### src/rtl/i2c_watch_pkg.sv
package i2c_watch_pkg;

    typedef enum logic [1:0] {
        MON_IDLE = 2'd0,
        MON_HEAD = 2'd1,
        MON_BODY = 2'd2
    } mon_state_t;

    typedef struct packed {
        logic start_c;
        logic stop_c;
        logic scl_up;
        logic sda_now;
    } bus_cond_t;

endpackage

### src/rtl/i2c_line_sync.sv
module i2c_line_sync #(
    parameter int LINES  = 2,
    parameter int STAGES = 2
) (
    input  logic             clk,
    input  logic             rst_n,
    input  logic [LINES-1:0] raw_i,
    output logic [LINES-1:0] sync_o
);
    // Idle bus rests high, so every stage resets to 1.
    for (genvar g = 0; g < LINES; g++) begin : g_line
        logic [STAGES-1:0] chain_q;
        always_ff @(posedge clk or negedge rst_n) begin
            if (!rst_n) begin
                chain_q <= '1;
            end else begin
                chain_q <= {chain_q[STAGES-2:0], raw_i[g]};
            end
        end
        assign sync_o[g] = chain_q[STAGES-1];
    end
endmodule

### src/rtl/i2c_cond_detect.sv
module i2c_cond_detect
    import i2c_watch_pkg::*;
(
    input  logic      clk,
    input  logic      rst_n,
    input  logic      scl_s,
    input  logic      sda_s,
    output bus_cond_t cond_o
);
    logic scl_p;
    logic sda_p;

    always_ff @(posedge clk or negedge rst_n) begin
        if (!rst_n) begin
            scl_p <= 1'b1;
            sda_p <= 1'b1;
        end else begin
            scl_p <= scl_s;
            sda_p <= sda_s;
        end
    end

    logic scl_hold_high;
    assign scl_hold_high = scl_s & scl_p;

    always_comb begin
        cond_o.start_c = scl_hold_high & sda_p & ~sda_s;
        cond_o.stop_c  = scl_hold_high & ~sda_p & sda_s;
        cond_o.scl_up  = scl_s & ~scl_p;
        cond_o.sda_now = sda_s;
    end
endmodule

### src/rtl/i2c_byte_shift.sv
module i2c_byte_shift #(
    parameter int BYTE_W = 8
) (
    input  logic              clk,
    input  logic              rst_n,
    input  logic              clr_i,
    input  logic              take_i,
    input  logic              bit_i,
    output logic              last_o,
    output logic [BYTE_W-1:0] word_o
);
    localparam int CNT_W = (BYTE_W > 1) ? $clog2(BYTE_W) : 1;
    localparam logic [CNT_W-1:0] LAST_IDX = CNT_W'(BYTE_W - 1);

    logic [CNT_W-1:0]  cnt_q;
    logic [BYTE_W-1:0] shf_q;

    always_ff @(posedge clk or negedge rst_n) begin
        if (!rst_n) begin
            cnt_q <= '0;
            shf_q <= '0;
        end else if (clr_i) begin
            cnt_q <= '0;
            shf_q <= '0;
        end else if (take_i) begin
            cnt_q <= (cnt_q == LAST_IDX) ? '0 : cnt_q + 1'b1;
            shf_q <= word_o;
        end
    end

    // Word as it will be once the current bit is shifted in (MSB first).
    assign word_o = {shf_q[BYTE_W-2:0], bit_i};
    assign last_o = take_i && (cnt_q == LAST_IDX);
endmodule

### src/rtl/i2c_bus_watch.sv
module i2c_bus_watch
    import i2c_watch_pkg::*;
#(
    parameter int          SYNC_STAGES = 2,
    parameter int          BYTE_W      = 8,
    parameter logic [7:0]  MARK_BYTE   = 8'h01
) (
    input  logic clk,
    input  logic rst_n,
    input  logic scl_in,
    input  logic sda_in,
    output logic start_evt,
    output logic restart_evt,
    output logic stop_evt,
    output logic startbyte_evt,
    output logic busy
);
    localparam logic [BYTE_W-1:0] MARK = BYTE_W'(MARK_BYTE);

    logic [1:0] sync_w;
    bus_cond_t  cond;

    i2c_line_sync #(.LINES(2), .STAGES(SYNC_STAGES)) u_sync (
        .clk    (clk),
        .rst_n  (rst_n),
        .raw_i  ({scl_in, sda_in}),
        .sync_o (sync_w)
    );

    i2c_cond_detect u_cond (
        .clk    (clk),
        .rst_n  (rst_n),
        .scl_s  (sync_w[1]),
        .sda_s  (sync_w[0]),
        .cond_o (cond)
    );

    mon_state_t        state_q, state_d;
    logic              clr_w, take_w, last_w;
    logic [BYTE_W-1:0] word_w;
    logic              start_d, restart_d, stop_d, mark_d;

    assign take_w = cond.scl_up && (state_q == MON_HEAD);

    i2c_byte_shift #(.BYTE_W(BYTE_W)) u_shift (
        .clk    (clk),
        .rst_n  (rst_n),
        .clr_i  (clr_w),
        .take_i (take_w),
        .bit_i  (cond.sda_now),
        .last_o (last_w),
        .word_o (word_w)
    );

    // Next state and event decode.
    always_comb begin
        state_d   = state_q;
        clr_w     = 1'b0;
        start_d   = 1'b0;
        restart_d = 1'b0;
        stop_d    = 1'b0;
        mark_d    = 1'b0;
        unique case (state_q)
            MON_IDLE: begin
                if (cond.start_c) begin
                    state_d = MON_HEAD;
                    start_d = 1'b1;
                    clr_w   = 1'b1;
                end else if (cond.stop_c) begin
                    stop_d  = 1'b1;
                end
            end
            MON_HEAD: begin
                if (cond.stop_c) begin
                    state_d = MON_IDLE;
                    stop_d  = 1'b1;
                end else if (cond.start_c) begin
                    restart_d = 1'b1;
                    clr_w     = 1'b1;
                end else if (last_w) begin
                    state_d = MON_BODY;
                    mark_d  = (word_w == MARK);
                end
            end
            MON_BODY: begin
                if (cond.stop_c) begin
                    state_d = MON_IDLE;
                    stop_d  = 1'b1;
                end else if (cond.start_c) begin
                    state_d   = MON_HEAD;
                    restart_d = 1'b1;
                    clr_w     = 1'b1;
                end
            end
            default: begin
                state_d = MON_IDLE;
            end
        endcase
    end

    // State register.
    always_ff @(posedge clk or negedge rst_n) begin
        if (!rst_n) state_q <= MON_IDLE;
        else        state_q <= state_d;
    end

    // Output register.
    always_ff @(posedge clk or negedge rst_n) begin
        if (!rst_n) begin
            start_evt     <= 1'b0;
            restart_evt   <= 1'b0;
            stop_evt      <= 1'b0;
            startbyte_evt <= 1'b0;
        end else begin
            start_evt     <= start_d;
            restart_evt   <= restart_d;
            stop_evt      <= stop_d;
            startbyte_evt <= mark_d;
        end
    end

    assign busy = (state_q != MON_IDLE);
endmodule

### config.mk
export PLATFORM = sky130hd
export DESIGN_NAME = i2c_bus_watch
export DESIGN_NICKNAME = d
export VERILOG_FILES = /design/src/rtl/i2c_watch_pkg.sv /design/src/rtl/i2c_line_sync.sv /design/src/rtl/i2c_cond_detect.sv /design/src/rtl/i2c_byte_shift.sv /design/src/rtl/i2c_bus_watch.sv
export SDC_FILE = /design/constraint.sdc
export NUM_CORES = 1
export LEC_CHECK = 0
export BUFFER_PORTS_ARGS = -buffer_cell sky130_fd_sc_hd__buf_2
export CAP_MARGIN = 20
export CORE_MARGIN = 2
export CORE_UTILIZATION = 52
export CTS_CLUSTER_DIAMETER = 30
export DETAILED_ROUTE_END_ITERATION = 8
export GPL_ROUTABILITY_DRIVEN = 0
export PLACE_DENSITY = 0.67
export SYNTH_ARGS = -nofsm -noshare
export SYNTH_HDL_FRONTEND = slang
export SYNTH_SLANG_ARGS = --single-unit
### constraint.sdc
create_clock -name clk -period 1.6 [get_ports clk]
set_input_delay 0.08 -clock clk [delete_from_list [all_inputs] [get_ports clk]]
set_output_delay 0.08 -clock clk [all_outputs]
set_load 0.01 [all_outputs]
==> results.cfg, run 1 <==
[timing]
fin_skew_ns = 0.0101
fin_tns_setup_ns = 0
clock.fmax_mhz = 687
finalHoldViolations = 0
finalSetupViolations = 0
worst_pin_slew_ns = 0.497
rsz0062_at_grt = false
slew_viol_final = 0
finalCriticalPeriod_ns = 1.46
worst_slack_ns = 0.144
relSlewSlack_pct = 66.9
fin_crit_sh_pct = 91.0

[yosys]
netlist.area_leader.share_pct = 41.6
dominantRegCellSynth = dfrtp_1
netlist_area_um2 = 962
synth.distinct_cells = 27
ys_ff_latch = 22
syn_inst = 90
seq_area_frac_synth_pct = 58.0
yosysWarnings = 0
yosysTopAreaCell = dfrtp_1
synth_edf_count = 0
async_reset_ff_share_pct = 100
yosys-top-cells-count = dfrtp_1 (16), nand2_1 (12), nand3_1 (10)
yosysMostFrequentCell = dfrtp_1
syn_avg_cell_area_um2 = 10.7
synth.area.top_cells = dfrtp_1 (42%), dfstp_2 (16%), ha_1 (7.8%)
syn_nets = 100

[global_route]
grt.met1_usage_pct = 25.4
use_met2_pct = 32.9
grt_antenna_before_repair = 0
grt.total_usage_pct = 20.2
grt_pass1_wl_um = 3070
grt_start_max_net_pins = 23
grtUsageMet3_pct = 7.69
busiest_layer = met2
grt_overflow_total = 0
first_global_vias = 690

[worst_setup_path]
r2r_end = u_shift.shf_q[3]
worstSetupEndpointType = flip-flop
crit_fanout = 6
ff2ff_path_depth = 7
crit_arrival_ns = 1.66
endpoint = u_shift.shf_q[3]
reg2reg_from = state_q[1]
required_ns = 1.80
startpoint_type = flip-flop
r2r_slack_ns = 0.14
critPathKind = flip-flop to flip-flop
crit_start = state_q[1]

[final_layout]
nNetsFinal = 121
diodes = 0
utilization_pct = 67.4
regArea_um2 = 558
drive_above_1_share_pct = 29.1
syn_to_final_growth_pct = 20.9
fill_cells = 147
multi_input_area_um2 = 369
instances_no_fill = 135

[drt]
firstDrtPassIters = 4
antenna_left = 0
avgRoutedWirePerCell_um = 13.3
drt_iter0_markers = 17
viasPerCell = 5.19
wl_um = 1790
post-route-drc-count = 0
vias = 701

[power_and_ir_drop]
p_leak_nw = 0.569
irDropWorstVdd_mv = 0.827
power.density_nw_per_um2 = 1330

[clocking]
cts.sinks = 22
cts_root_buf = clkbuf_4
cts_tree = done
cts-htree-levels = 1
cts.clk_slew.worst_paths_ns = 0.12
cts_buffer_depth = 2
insertion_delay_ns = 0.31
cts_inserted_buffers = 3

[run]
maxCapViolCount = 0

[place]
dp.final_hpwl_um = 1200
dpl_worst_slack_ns = 0.0677
dp_cells = 126
io_buffers = 8

[floorplanning]
die_x_um = 47.0
num_rows = 15
die_height_um = 47.0
io-pin-count = 9
initial_utilization_pct = 55.7
coreArea_um2 = 1730
die_area_um2 = 2210

[min_path]
min_path_type = primary input to asynchronous set/reset pin

[outcome]
outcome = complete, no violations
power by group:
part           internal, mW  switching, mW
Sequential            0.642         0.0670
Combinational         0.184          0.228
Clock                 0.253          0.169
Total                  1.08          0.464
state kept, by name (all words and copies together), names as in the netlist:
register / cells
u_shift.shf_q: 7
u_sync.g_line.chain_q: 4
u_shift.cnt_q: 3
state_q: 2
restart_evt: 1
start_evt: 1
startbyte_evt: 1
stop_evt: 1
u_cond.scl_p: 1
u_cond.sda_p: 1
metrics by stage:
stage | instance area [µm²] | total power [mW] | hold WS [ns]
floorplan | 962 | 0.957 | -0.216
global placement | 1060 | 1.05 | 0.0581
detailed placement | 1060 | 1.07 | 0.0659
CTS | 1140 | 1.51 | 0.251
global route | 1160 | 1.64 | 0.282
finish | 1160 | 1.54 | 0.247
cells in the final DEF (no fill, tap or decap):
| cell type | instances |
|---|---|
| dfrtp_1 | 16 |
| nand2_1 | 12 |
| nand3_1 | 10 |
| a21oi_1 | 8 |
| buf_2 | 8 |
| buf_4 | 8 |
| inv_1 | 6 |
| ha_1 | 6 |
| dfstp_2 | 6 |
| nor2_1 | 5 |
| clkbuf_4 | 3 |
| dlygate4sd3_1 | 3 |
| nand4b_1 | 2 |
| o22ai_1 | 2 |
| o21ai_2 | 1 |
| nor2b_2 | 1 |
| nand2_4 | 1 |
| nor4b_1 | 1 |
| nor4_1 | 1 |
| nor3_1 | 1 |
| or3_1 | 1 |
| nor2_2 | 1 |
| a21oi_2 | 1 |
| and2_1 | 1 |
| o221ai_1 | 1 |
| a21boi_2 | 1 |
| a31oi_1 | 1 |
| a21boi_0 | 1 |
| bufinv_16 | 1 |
area by class of cell:
class / instances / area share, %
multi-input combinational: 59 / 31.7
timing repair buffer: 19 / 11.2
tap: 25 / 2.69
clock buffer: 3 / 1.94
sequential: 22 / 48.0
inverter: 6 / 1.94
clock inverter: 1 / 2.58
worst max-delay path: stages, from the launching register on:
cell,delay (ns)
dfrtp_1,0.44
buf_4,0.15
ha_1,0.16
inv_1,0.13
o21ai_2,0.09
nor2_2,0.16
buf_4,0.16
a21oi_1,0.05
worst min-delay path by stage:
| stage | start | to |
|---|---|---|
| floorplan | rst_n | restart_evt |
| global placement | rst_n | start_evt |
| detailed placement | rst_n | start_evt |
| CTS | rst_n | start_evt |
| global route | rst_n | state_q[0] |
| finish | rst_n | stop_evt |
logic make-up (layout without fill, tap and decap cells):
group | count (synthesis) | in the layout | share of synthesized area, %
adders and majority gates | 6 | 6 | 7.80
AOI/OAI and AO/OA | 16 | 16 | 10.0
and+or+nand+nor | 37 | 37 | 19.8
buffers and inverters | 9 | 29 | 4.42
DFF | 22 | 22 | 58.0
metal layers:
| metal | wire, µm | vias to the layer above | part of all wire [%] |
|---|---|---|---|
| met5 | 0 | - | 0 |
| met3 | 82 | 3 | 4.6 |
| met2 | 909 | 19 | 51 |
| met1 | 790 | 332 | 44 |
| met4 | 10 | 0 | 0.56 |
| li1 | - | 347 | - |
what timing repair did:
action | in CTS | in global routing
endpoints found under the hold margin | 18 | 0
buffers inserted | 0 | 2
hold buffers | 3 | 0
gates resized for setup | 0 | 3
setup endpoints to repair | 0 | 10
(Power assumes the default switching activity.)
==> run 2: changes to the inputs <==
- CORE_UTILIZATION: 52 -> 45
- PLACE_DENSITY: 0.67 -> 0.59
==> run 2 against run 1 <==
Against the previous run: combinational power decreased by 13%; sequential power about the same; critical path depth is 1 lower; wire length is 7.1% lower; sequential cell count unchanged; global-route usage down 4.5 points; sequential share of layout area grew 0.84 points; largest cell class unchanged; hold slack better by 0.013 ns; via count fell by 0.14%; core utilization fell by 9.7 points; worst setup slack better by 0.0044 ns.
==> results.cfg, run 2 (synthesized netlist as in run 1, its figures left out) <==
[min_path]
min_path_type = primary input to asynchronous set/reset pin

[floorplanning]
io-pin-count = 9
num_rows = 16
die_x_um = 50.2
die_height_um = 50.2
coreArea_um2 = 1980
die_area_um2 = 2520
initial_utilization_pct = 48.5

[drt]
antenna_left = 0
drt_iter0_markers = 22
avgRoutedWirePerCell_um = 12.3
viasPerCell = 5.19
post-route-drc-count = 0
firstDrtPassIters = 6
wl_um = 1670
vias = 700

[clocking]
cts.sinks = 22
cts_inserted_buffers = 3
cts_tree = done
cts-htree-levels = 1
cts.clk_slew.worst_paths_ns = 0.12
postCtsSetupBuffers = 0
cts_buffer_depth = 2
cts_root_buf = clkbuf_4
insertion_delay_ns = 0.30

[timing]
finalHoldViolations = 0
finalSetupViolations = 0
fin_skew_ns = 0.00253
slew_viol_final = 0
fin_crit_sh_pct = 90.7
fin_tns_setup_ns = 0
clock.fmax_mhz = 689
worst_slack_ns = 0.148
rsz0062_at_grt = false
finalCriticalPeriod_ns = 1.45
worst_pin_slew_ns = 0.486
relSlewSlack_pct = 67.6

[worst_setup_path]
cp_cell_sequence = inv_1, ha_1, o21ai_1, nor2_2, buf_4, a21oi_1
required_ns = 1.84
worstSetupEndpointType = flip-flop
startpoint_type = flip-flop
critPathKind = flip-flop to flip-flop
crit_fanout = 6
critical_path.slowest_cell = dfrtp_1
slowest_delay_ns = 0.44
crit_arrival_ns = 1.69

[power_and_ir_drop]
power.density_nw_per_um2 = 1300
irDropWorstVdd_mv = 0.902
p_leak_nw = 0.556

[final_layout]
syn_to_final_growth_pct = 18.9
nNetsFinal = 119
reg_top3 = u_shift.shf_q: 7 flops, u_sync.g_line.chain_q: 4 flops, u_shift.cnt_q: 3 flops
largest_reg_flops = 7
instances_no_fill = 135
multi_input_area_um2 = 362
regArea_um2 = 558
diodes = 0
fill_cells = 174
drive_above_1_share_pct = 25.9
final_cell_mix = dfrtp_1 (16), nand2_1 (12), nand3_1 (10), a21oi_1 (8), buf_2 (8)
regMostFlops = u_shift.shf_q
final_common_cell = dfrtp_1

[place]
dpl_worst_slack_ns = 0.119
io_buffers = 8
dp.final_hpwl_um = 1180
dp_cells = 128

[outcome]
outcome = complete, no violations

[global_route]
grt_overflow_total = 0
grt.total_usage_pct = 15.7
first_global_vias = 738
grt_start_max_net_pins = 23
grt_pass1_wl_um = 3000
grt_antenna_before_repair = 0

[run]
maxCapViolCount = 0
==> run 2: cell types whose count changed in the layout (fill, tap and decap cells not counted) <==
cell	change
o21ai_1	+1
a21boi_2	-1
a21boi_0	-1
buf_4	-2
o21ai_2	-1
a21boi_1	+2
==> run 2: worst paths after layout <==
check	start	to	slack, ns	cells after the start
setup reg to reg	state_q[0]	u_shift.shf_q[4]	0.15	6
hold / removal	rst_n	u_shift.shf_q[4]	0.26	2
setup / recovery	state_q[0]	u_shift.shf_q[4]	0.15	6
min in group clk	u_sync.g_line[0].chain_q[0]	u_sync.g_line[0].chain_q[1]	0.36	0
max in group asynchronous	rst_n	u_sync.g_line[0].chain_q[1]	0.98	2
hold reg to reg	u_sync.g_line[0].chain_q[0]	u_sync.g_line[0].chain_q[1]	0.36	0
==> run 2: per-layer routing <==
metal | part of all wire [%] | up-vias | GRT usage, %
met1 | 46 | 331 | 19.7
met4 | 1.2 | 0 | 6.48
met2 | 48 | 24 | 26.1
met3 | 4.9 | 4 | 3.57
met5 | 0 | - | 0
li1 | - | 341 | -
==> run 2: final cells by class <==
class	count	area share (%)
Sequential cell	22	48.8
Multi-Input combinational cell	59	31.6
Timing Repair Buffer	17	10.1
Tap cell	27	2.95
Clock inverter	1	2.63
Clock buffer	3	1.97
Inverter	6	1.97
==> run 2: critical path, delay by kind of cell, from the launching register on <==
kind | cells | cell delay, ns
flops | 1 | 0.44
compound gates | 2 | 0.32
fa+ha+maj | 1 | 0.31
buf+inv | 2 | 0.25
simple gates | 1 | 0.08
==> run 2: timing repair <==
item	4_1_cts	5_1_grt
endpoints found under the setup margin	0	9
resized for setup	0	2
hold endpoints to repair	18	0
hold buffers	3	0
==> run 2: stage by stage <==
| stage | hold slack [ns] | area (µm²) | util, % | power, mW |
|---|---|---|---|---|
| after global routing | 0.308 | 1140 | 57.7 | 1.60 |
| after CTS | 0.258 | 1140 | 57.7 | 1.50 |
| after floorplan | -0.216 | 962 | - | 0.957 |
| after detailed placement | 0.0682 | 1060 | 53.5 | 1.07 |
| final | 0.260 | 1140 | 57.7 | 1.49 |
| after global placement | 0.0667 | 1060 | 53.5 | 1.06 |
==> run 2: power by group <==
| group | internal [mW] | switching, mW | leakage [nW] |
|---|---|---|---|
| registers | 0.642 | 0.0696 | 0.282 |
| logic | 0.151 | 0.207 | 0.246 |
| clock network | 0.253 | 0.166 | 0.0279 |
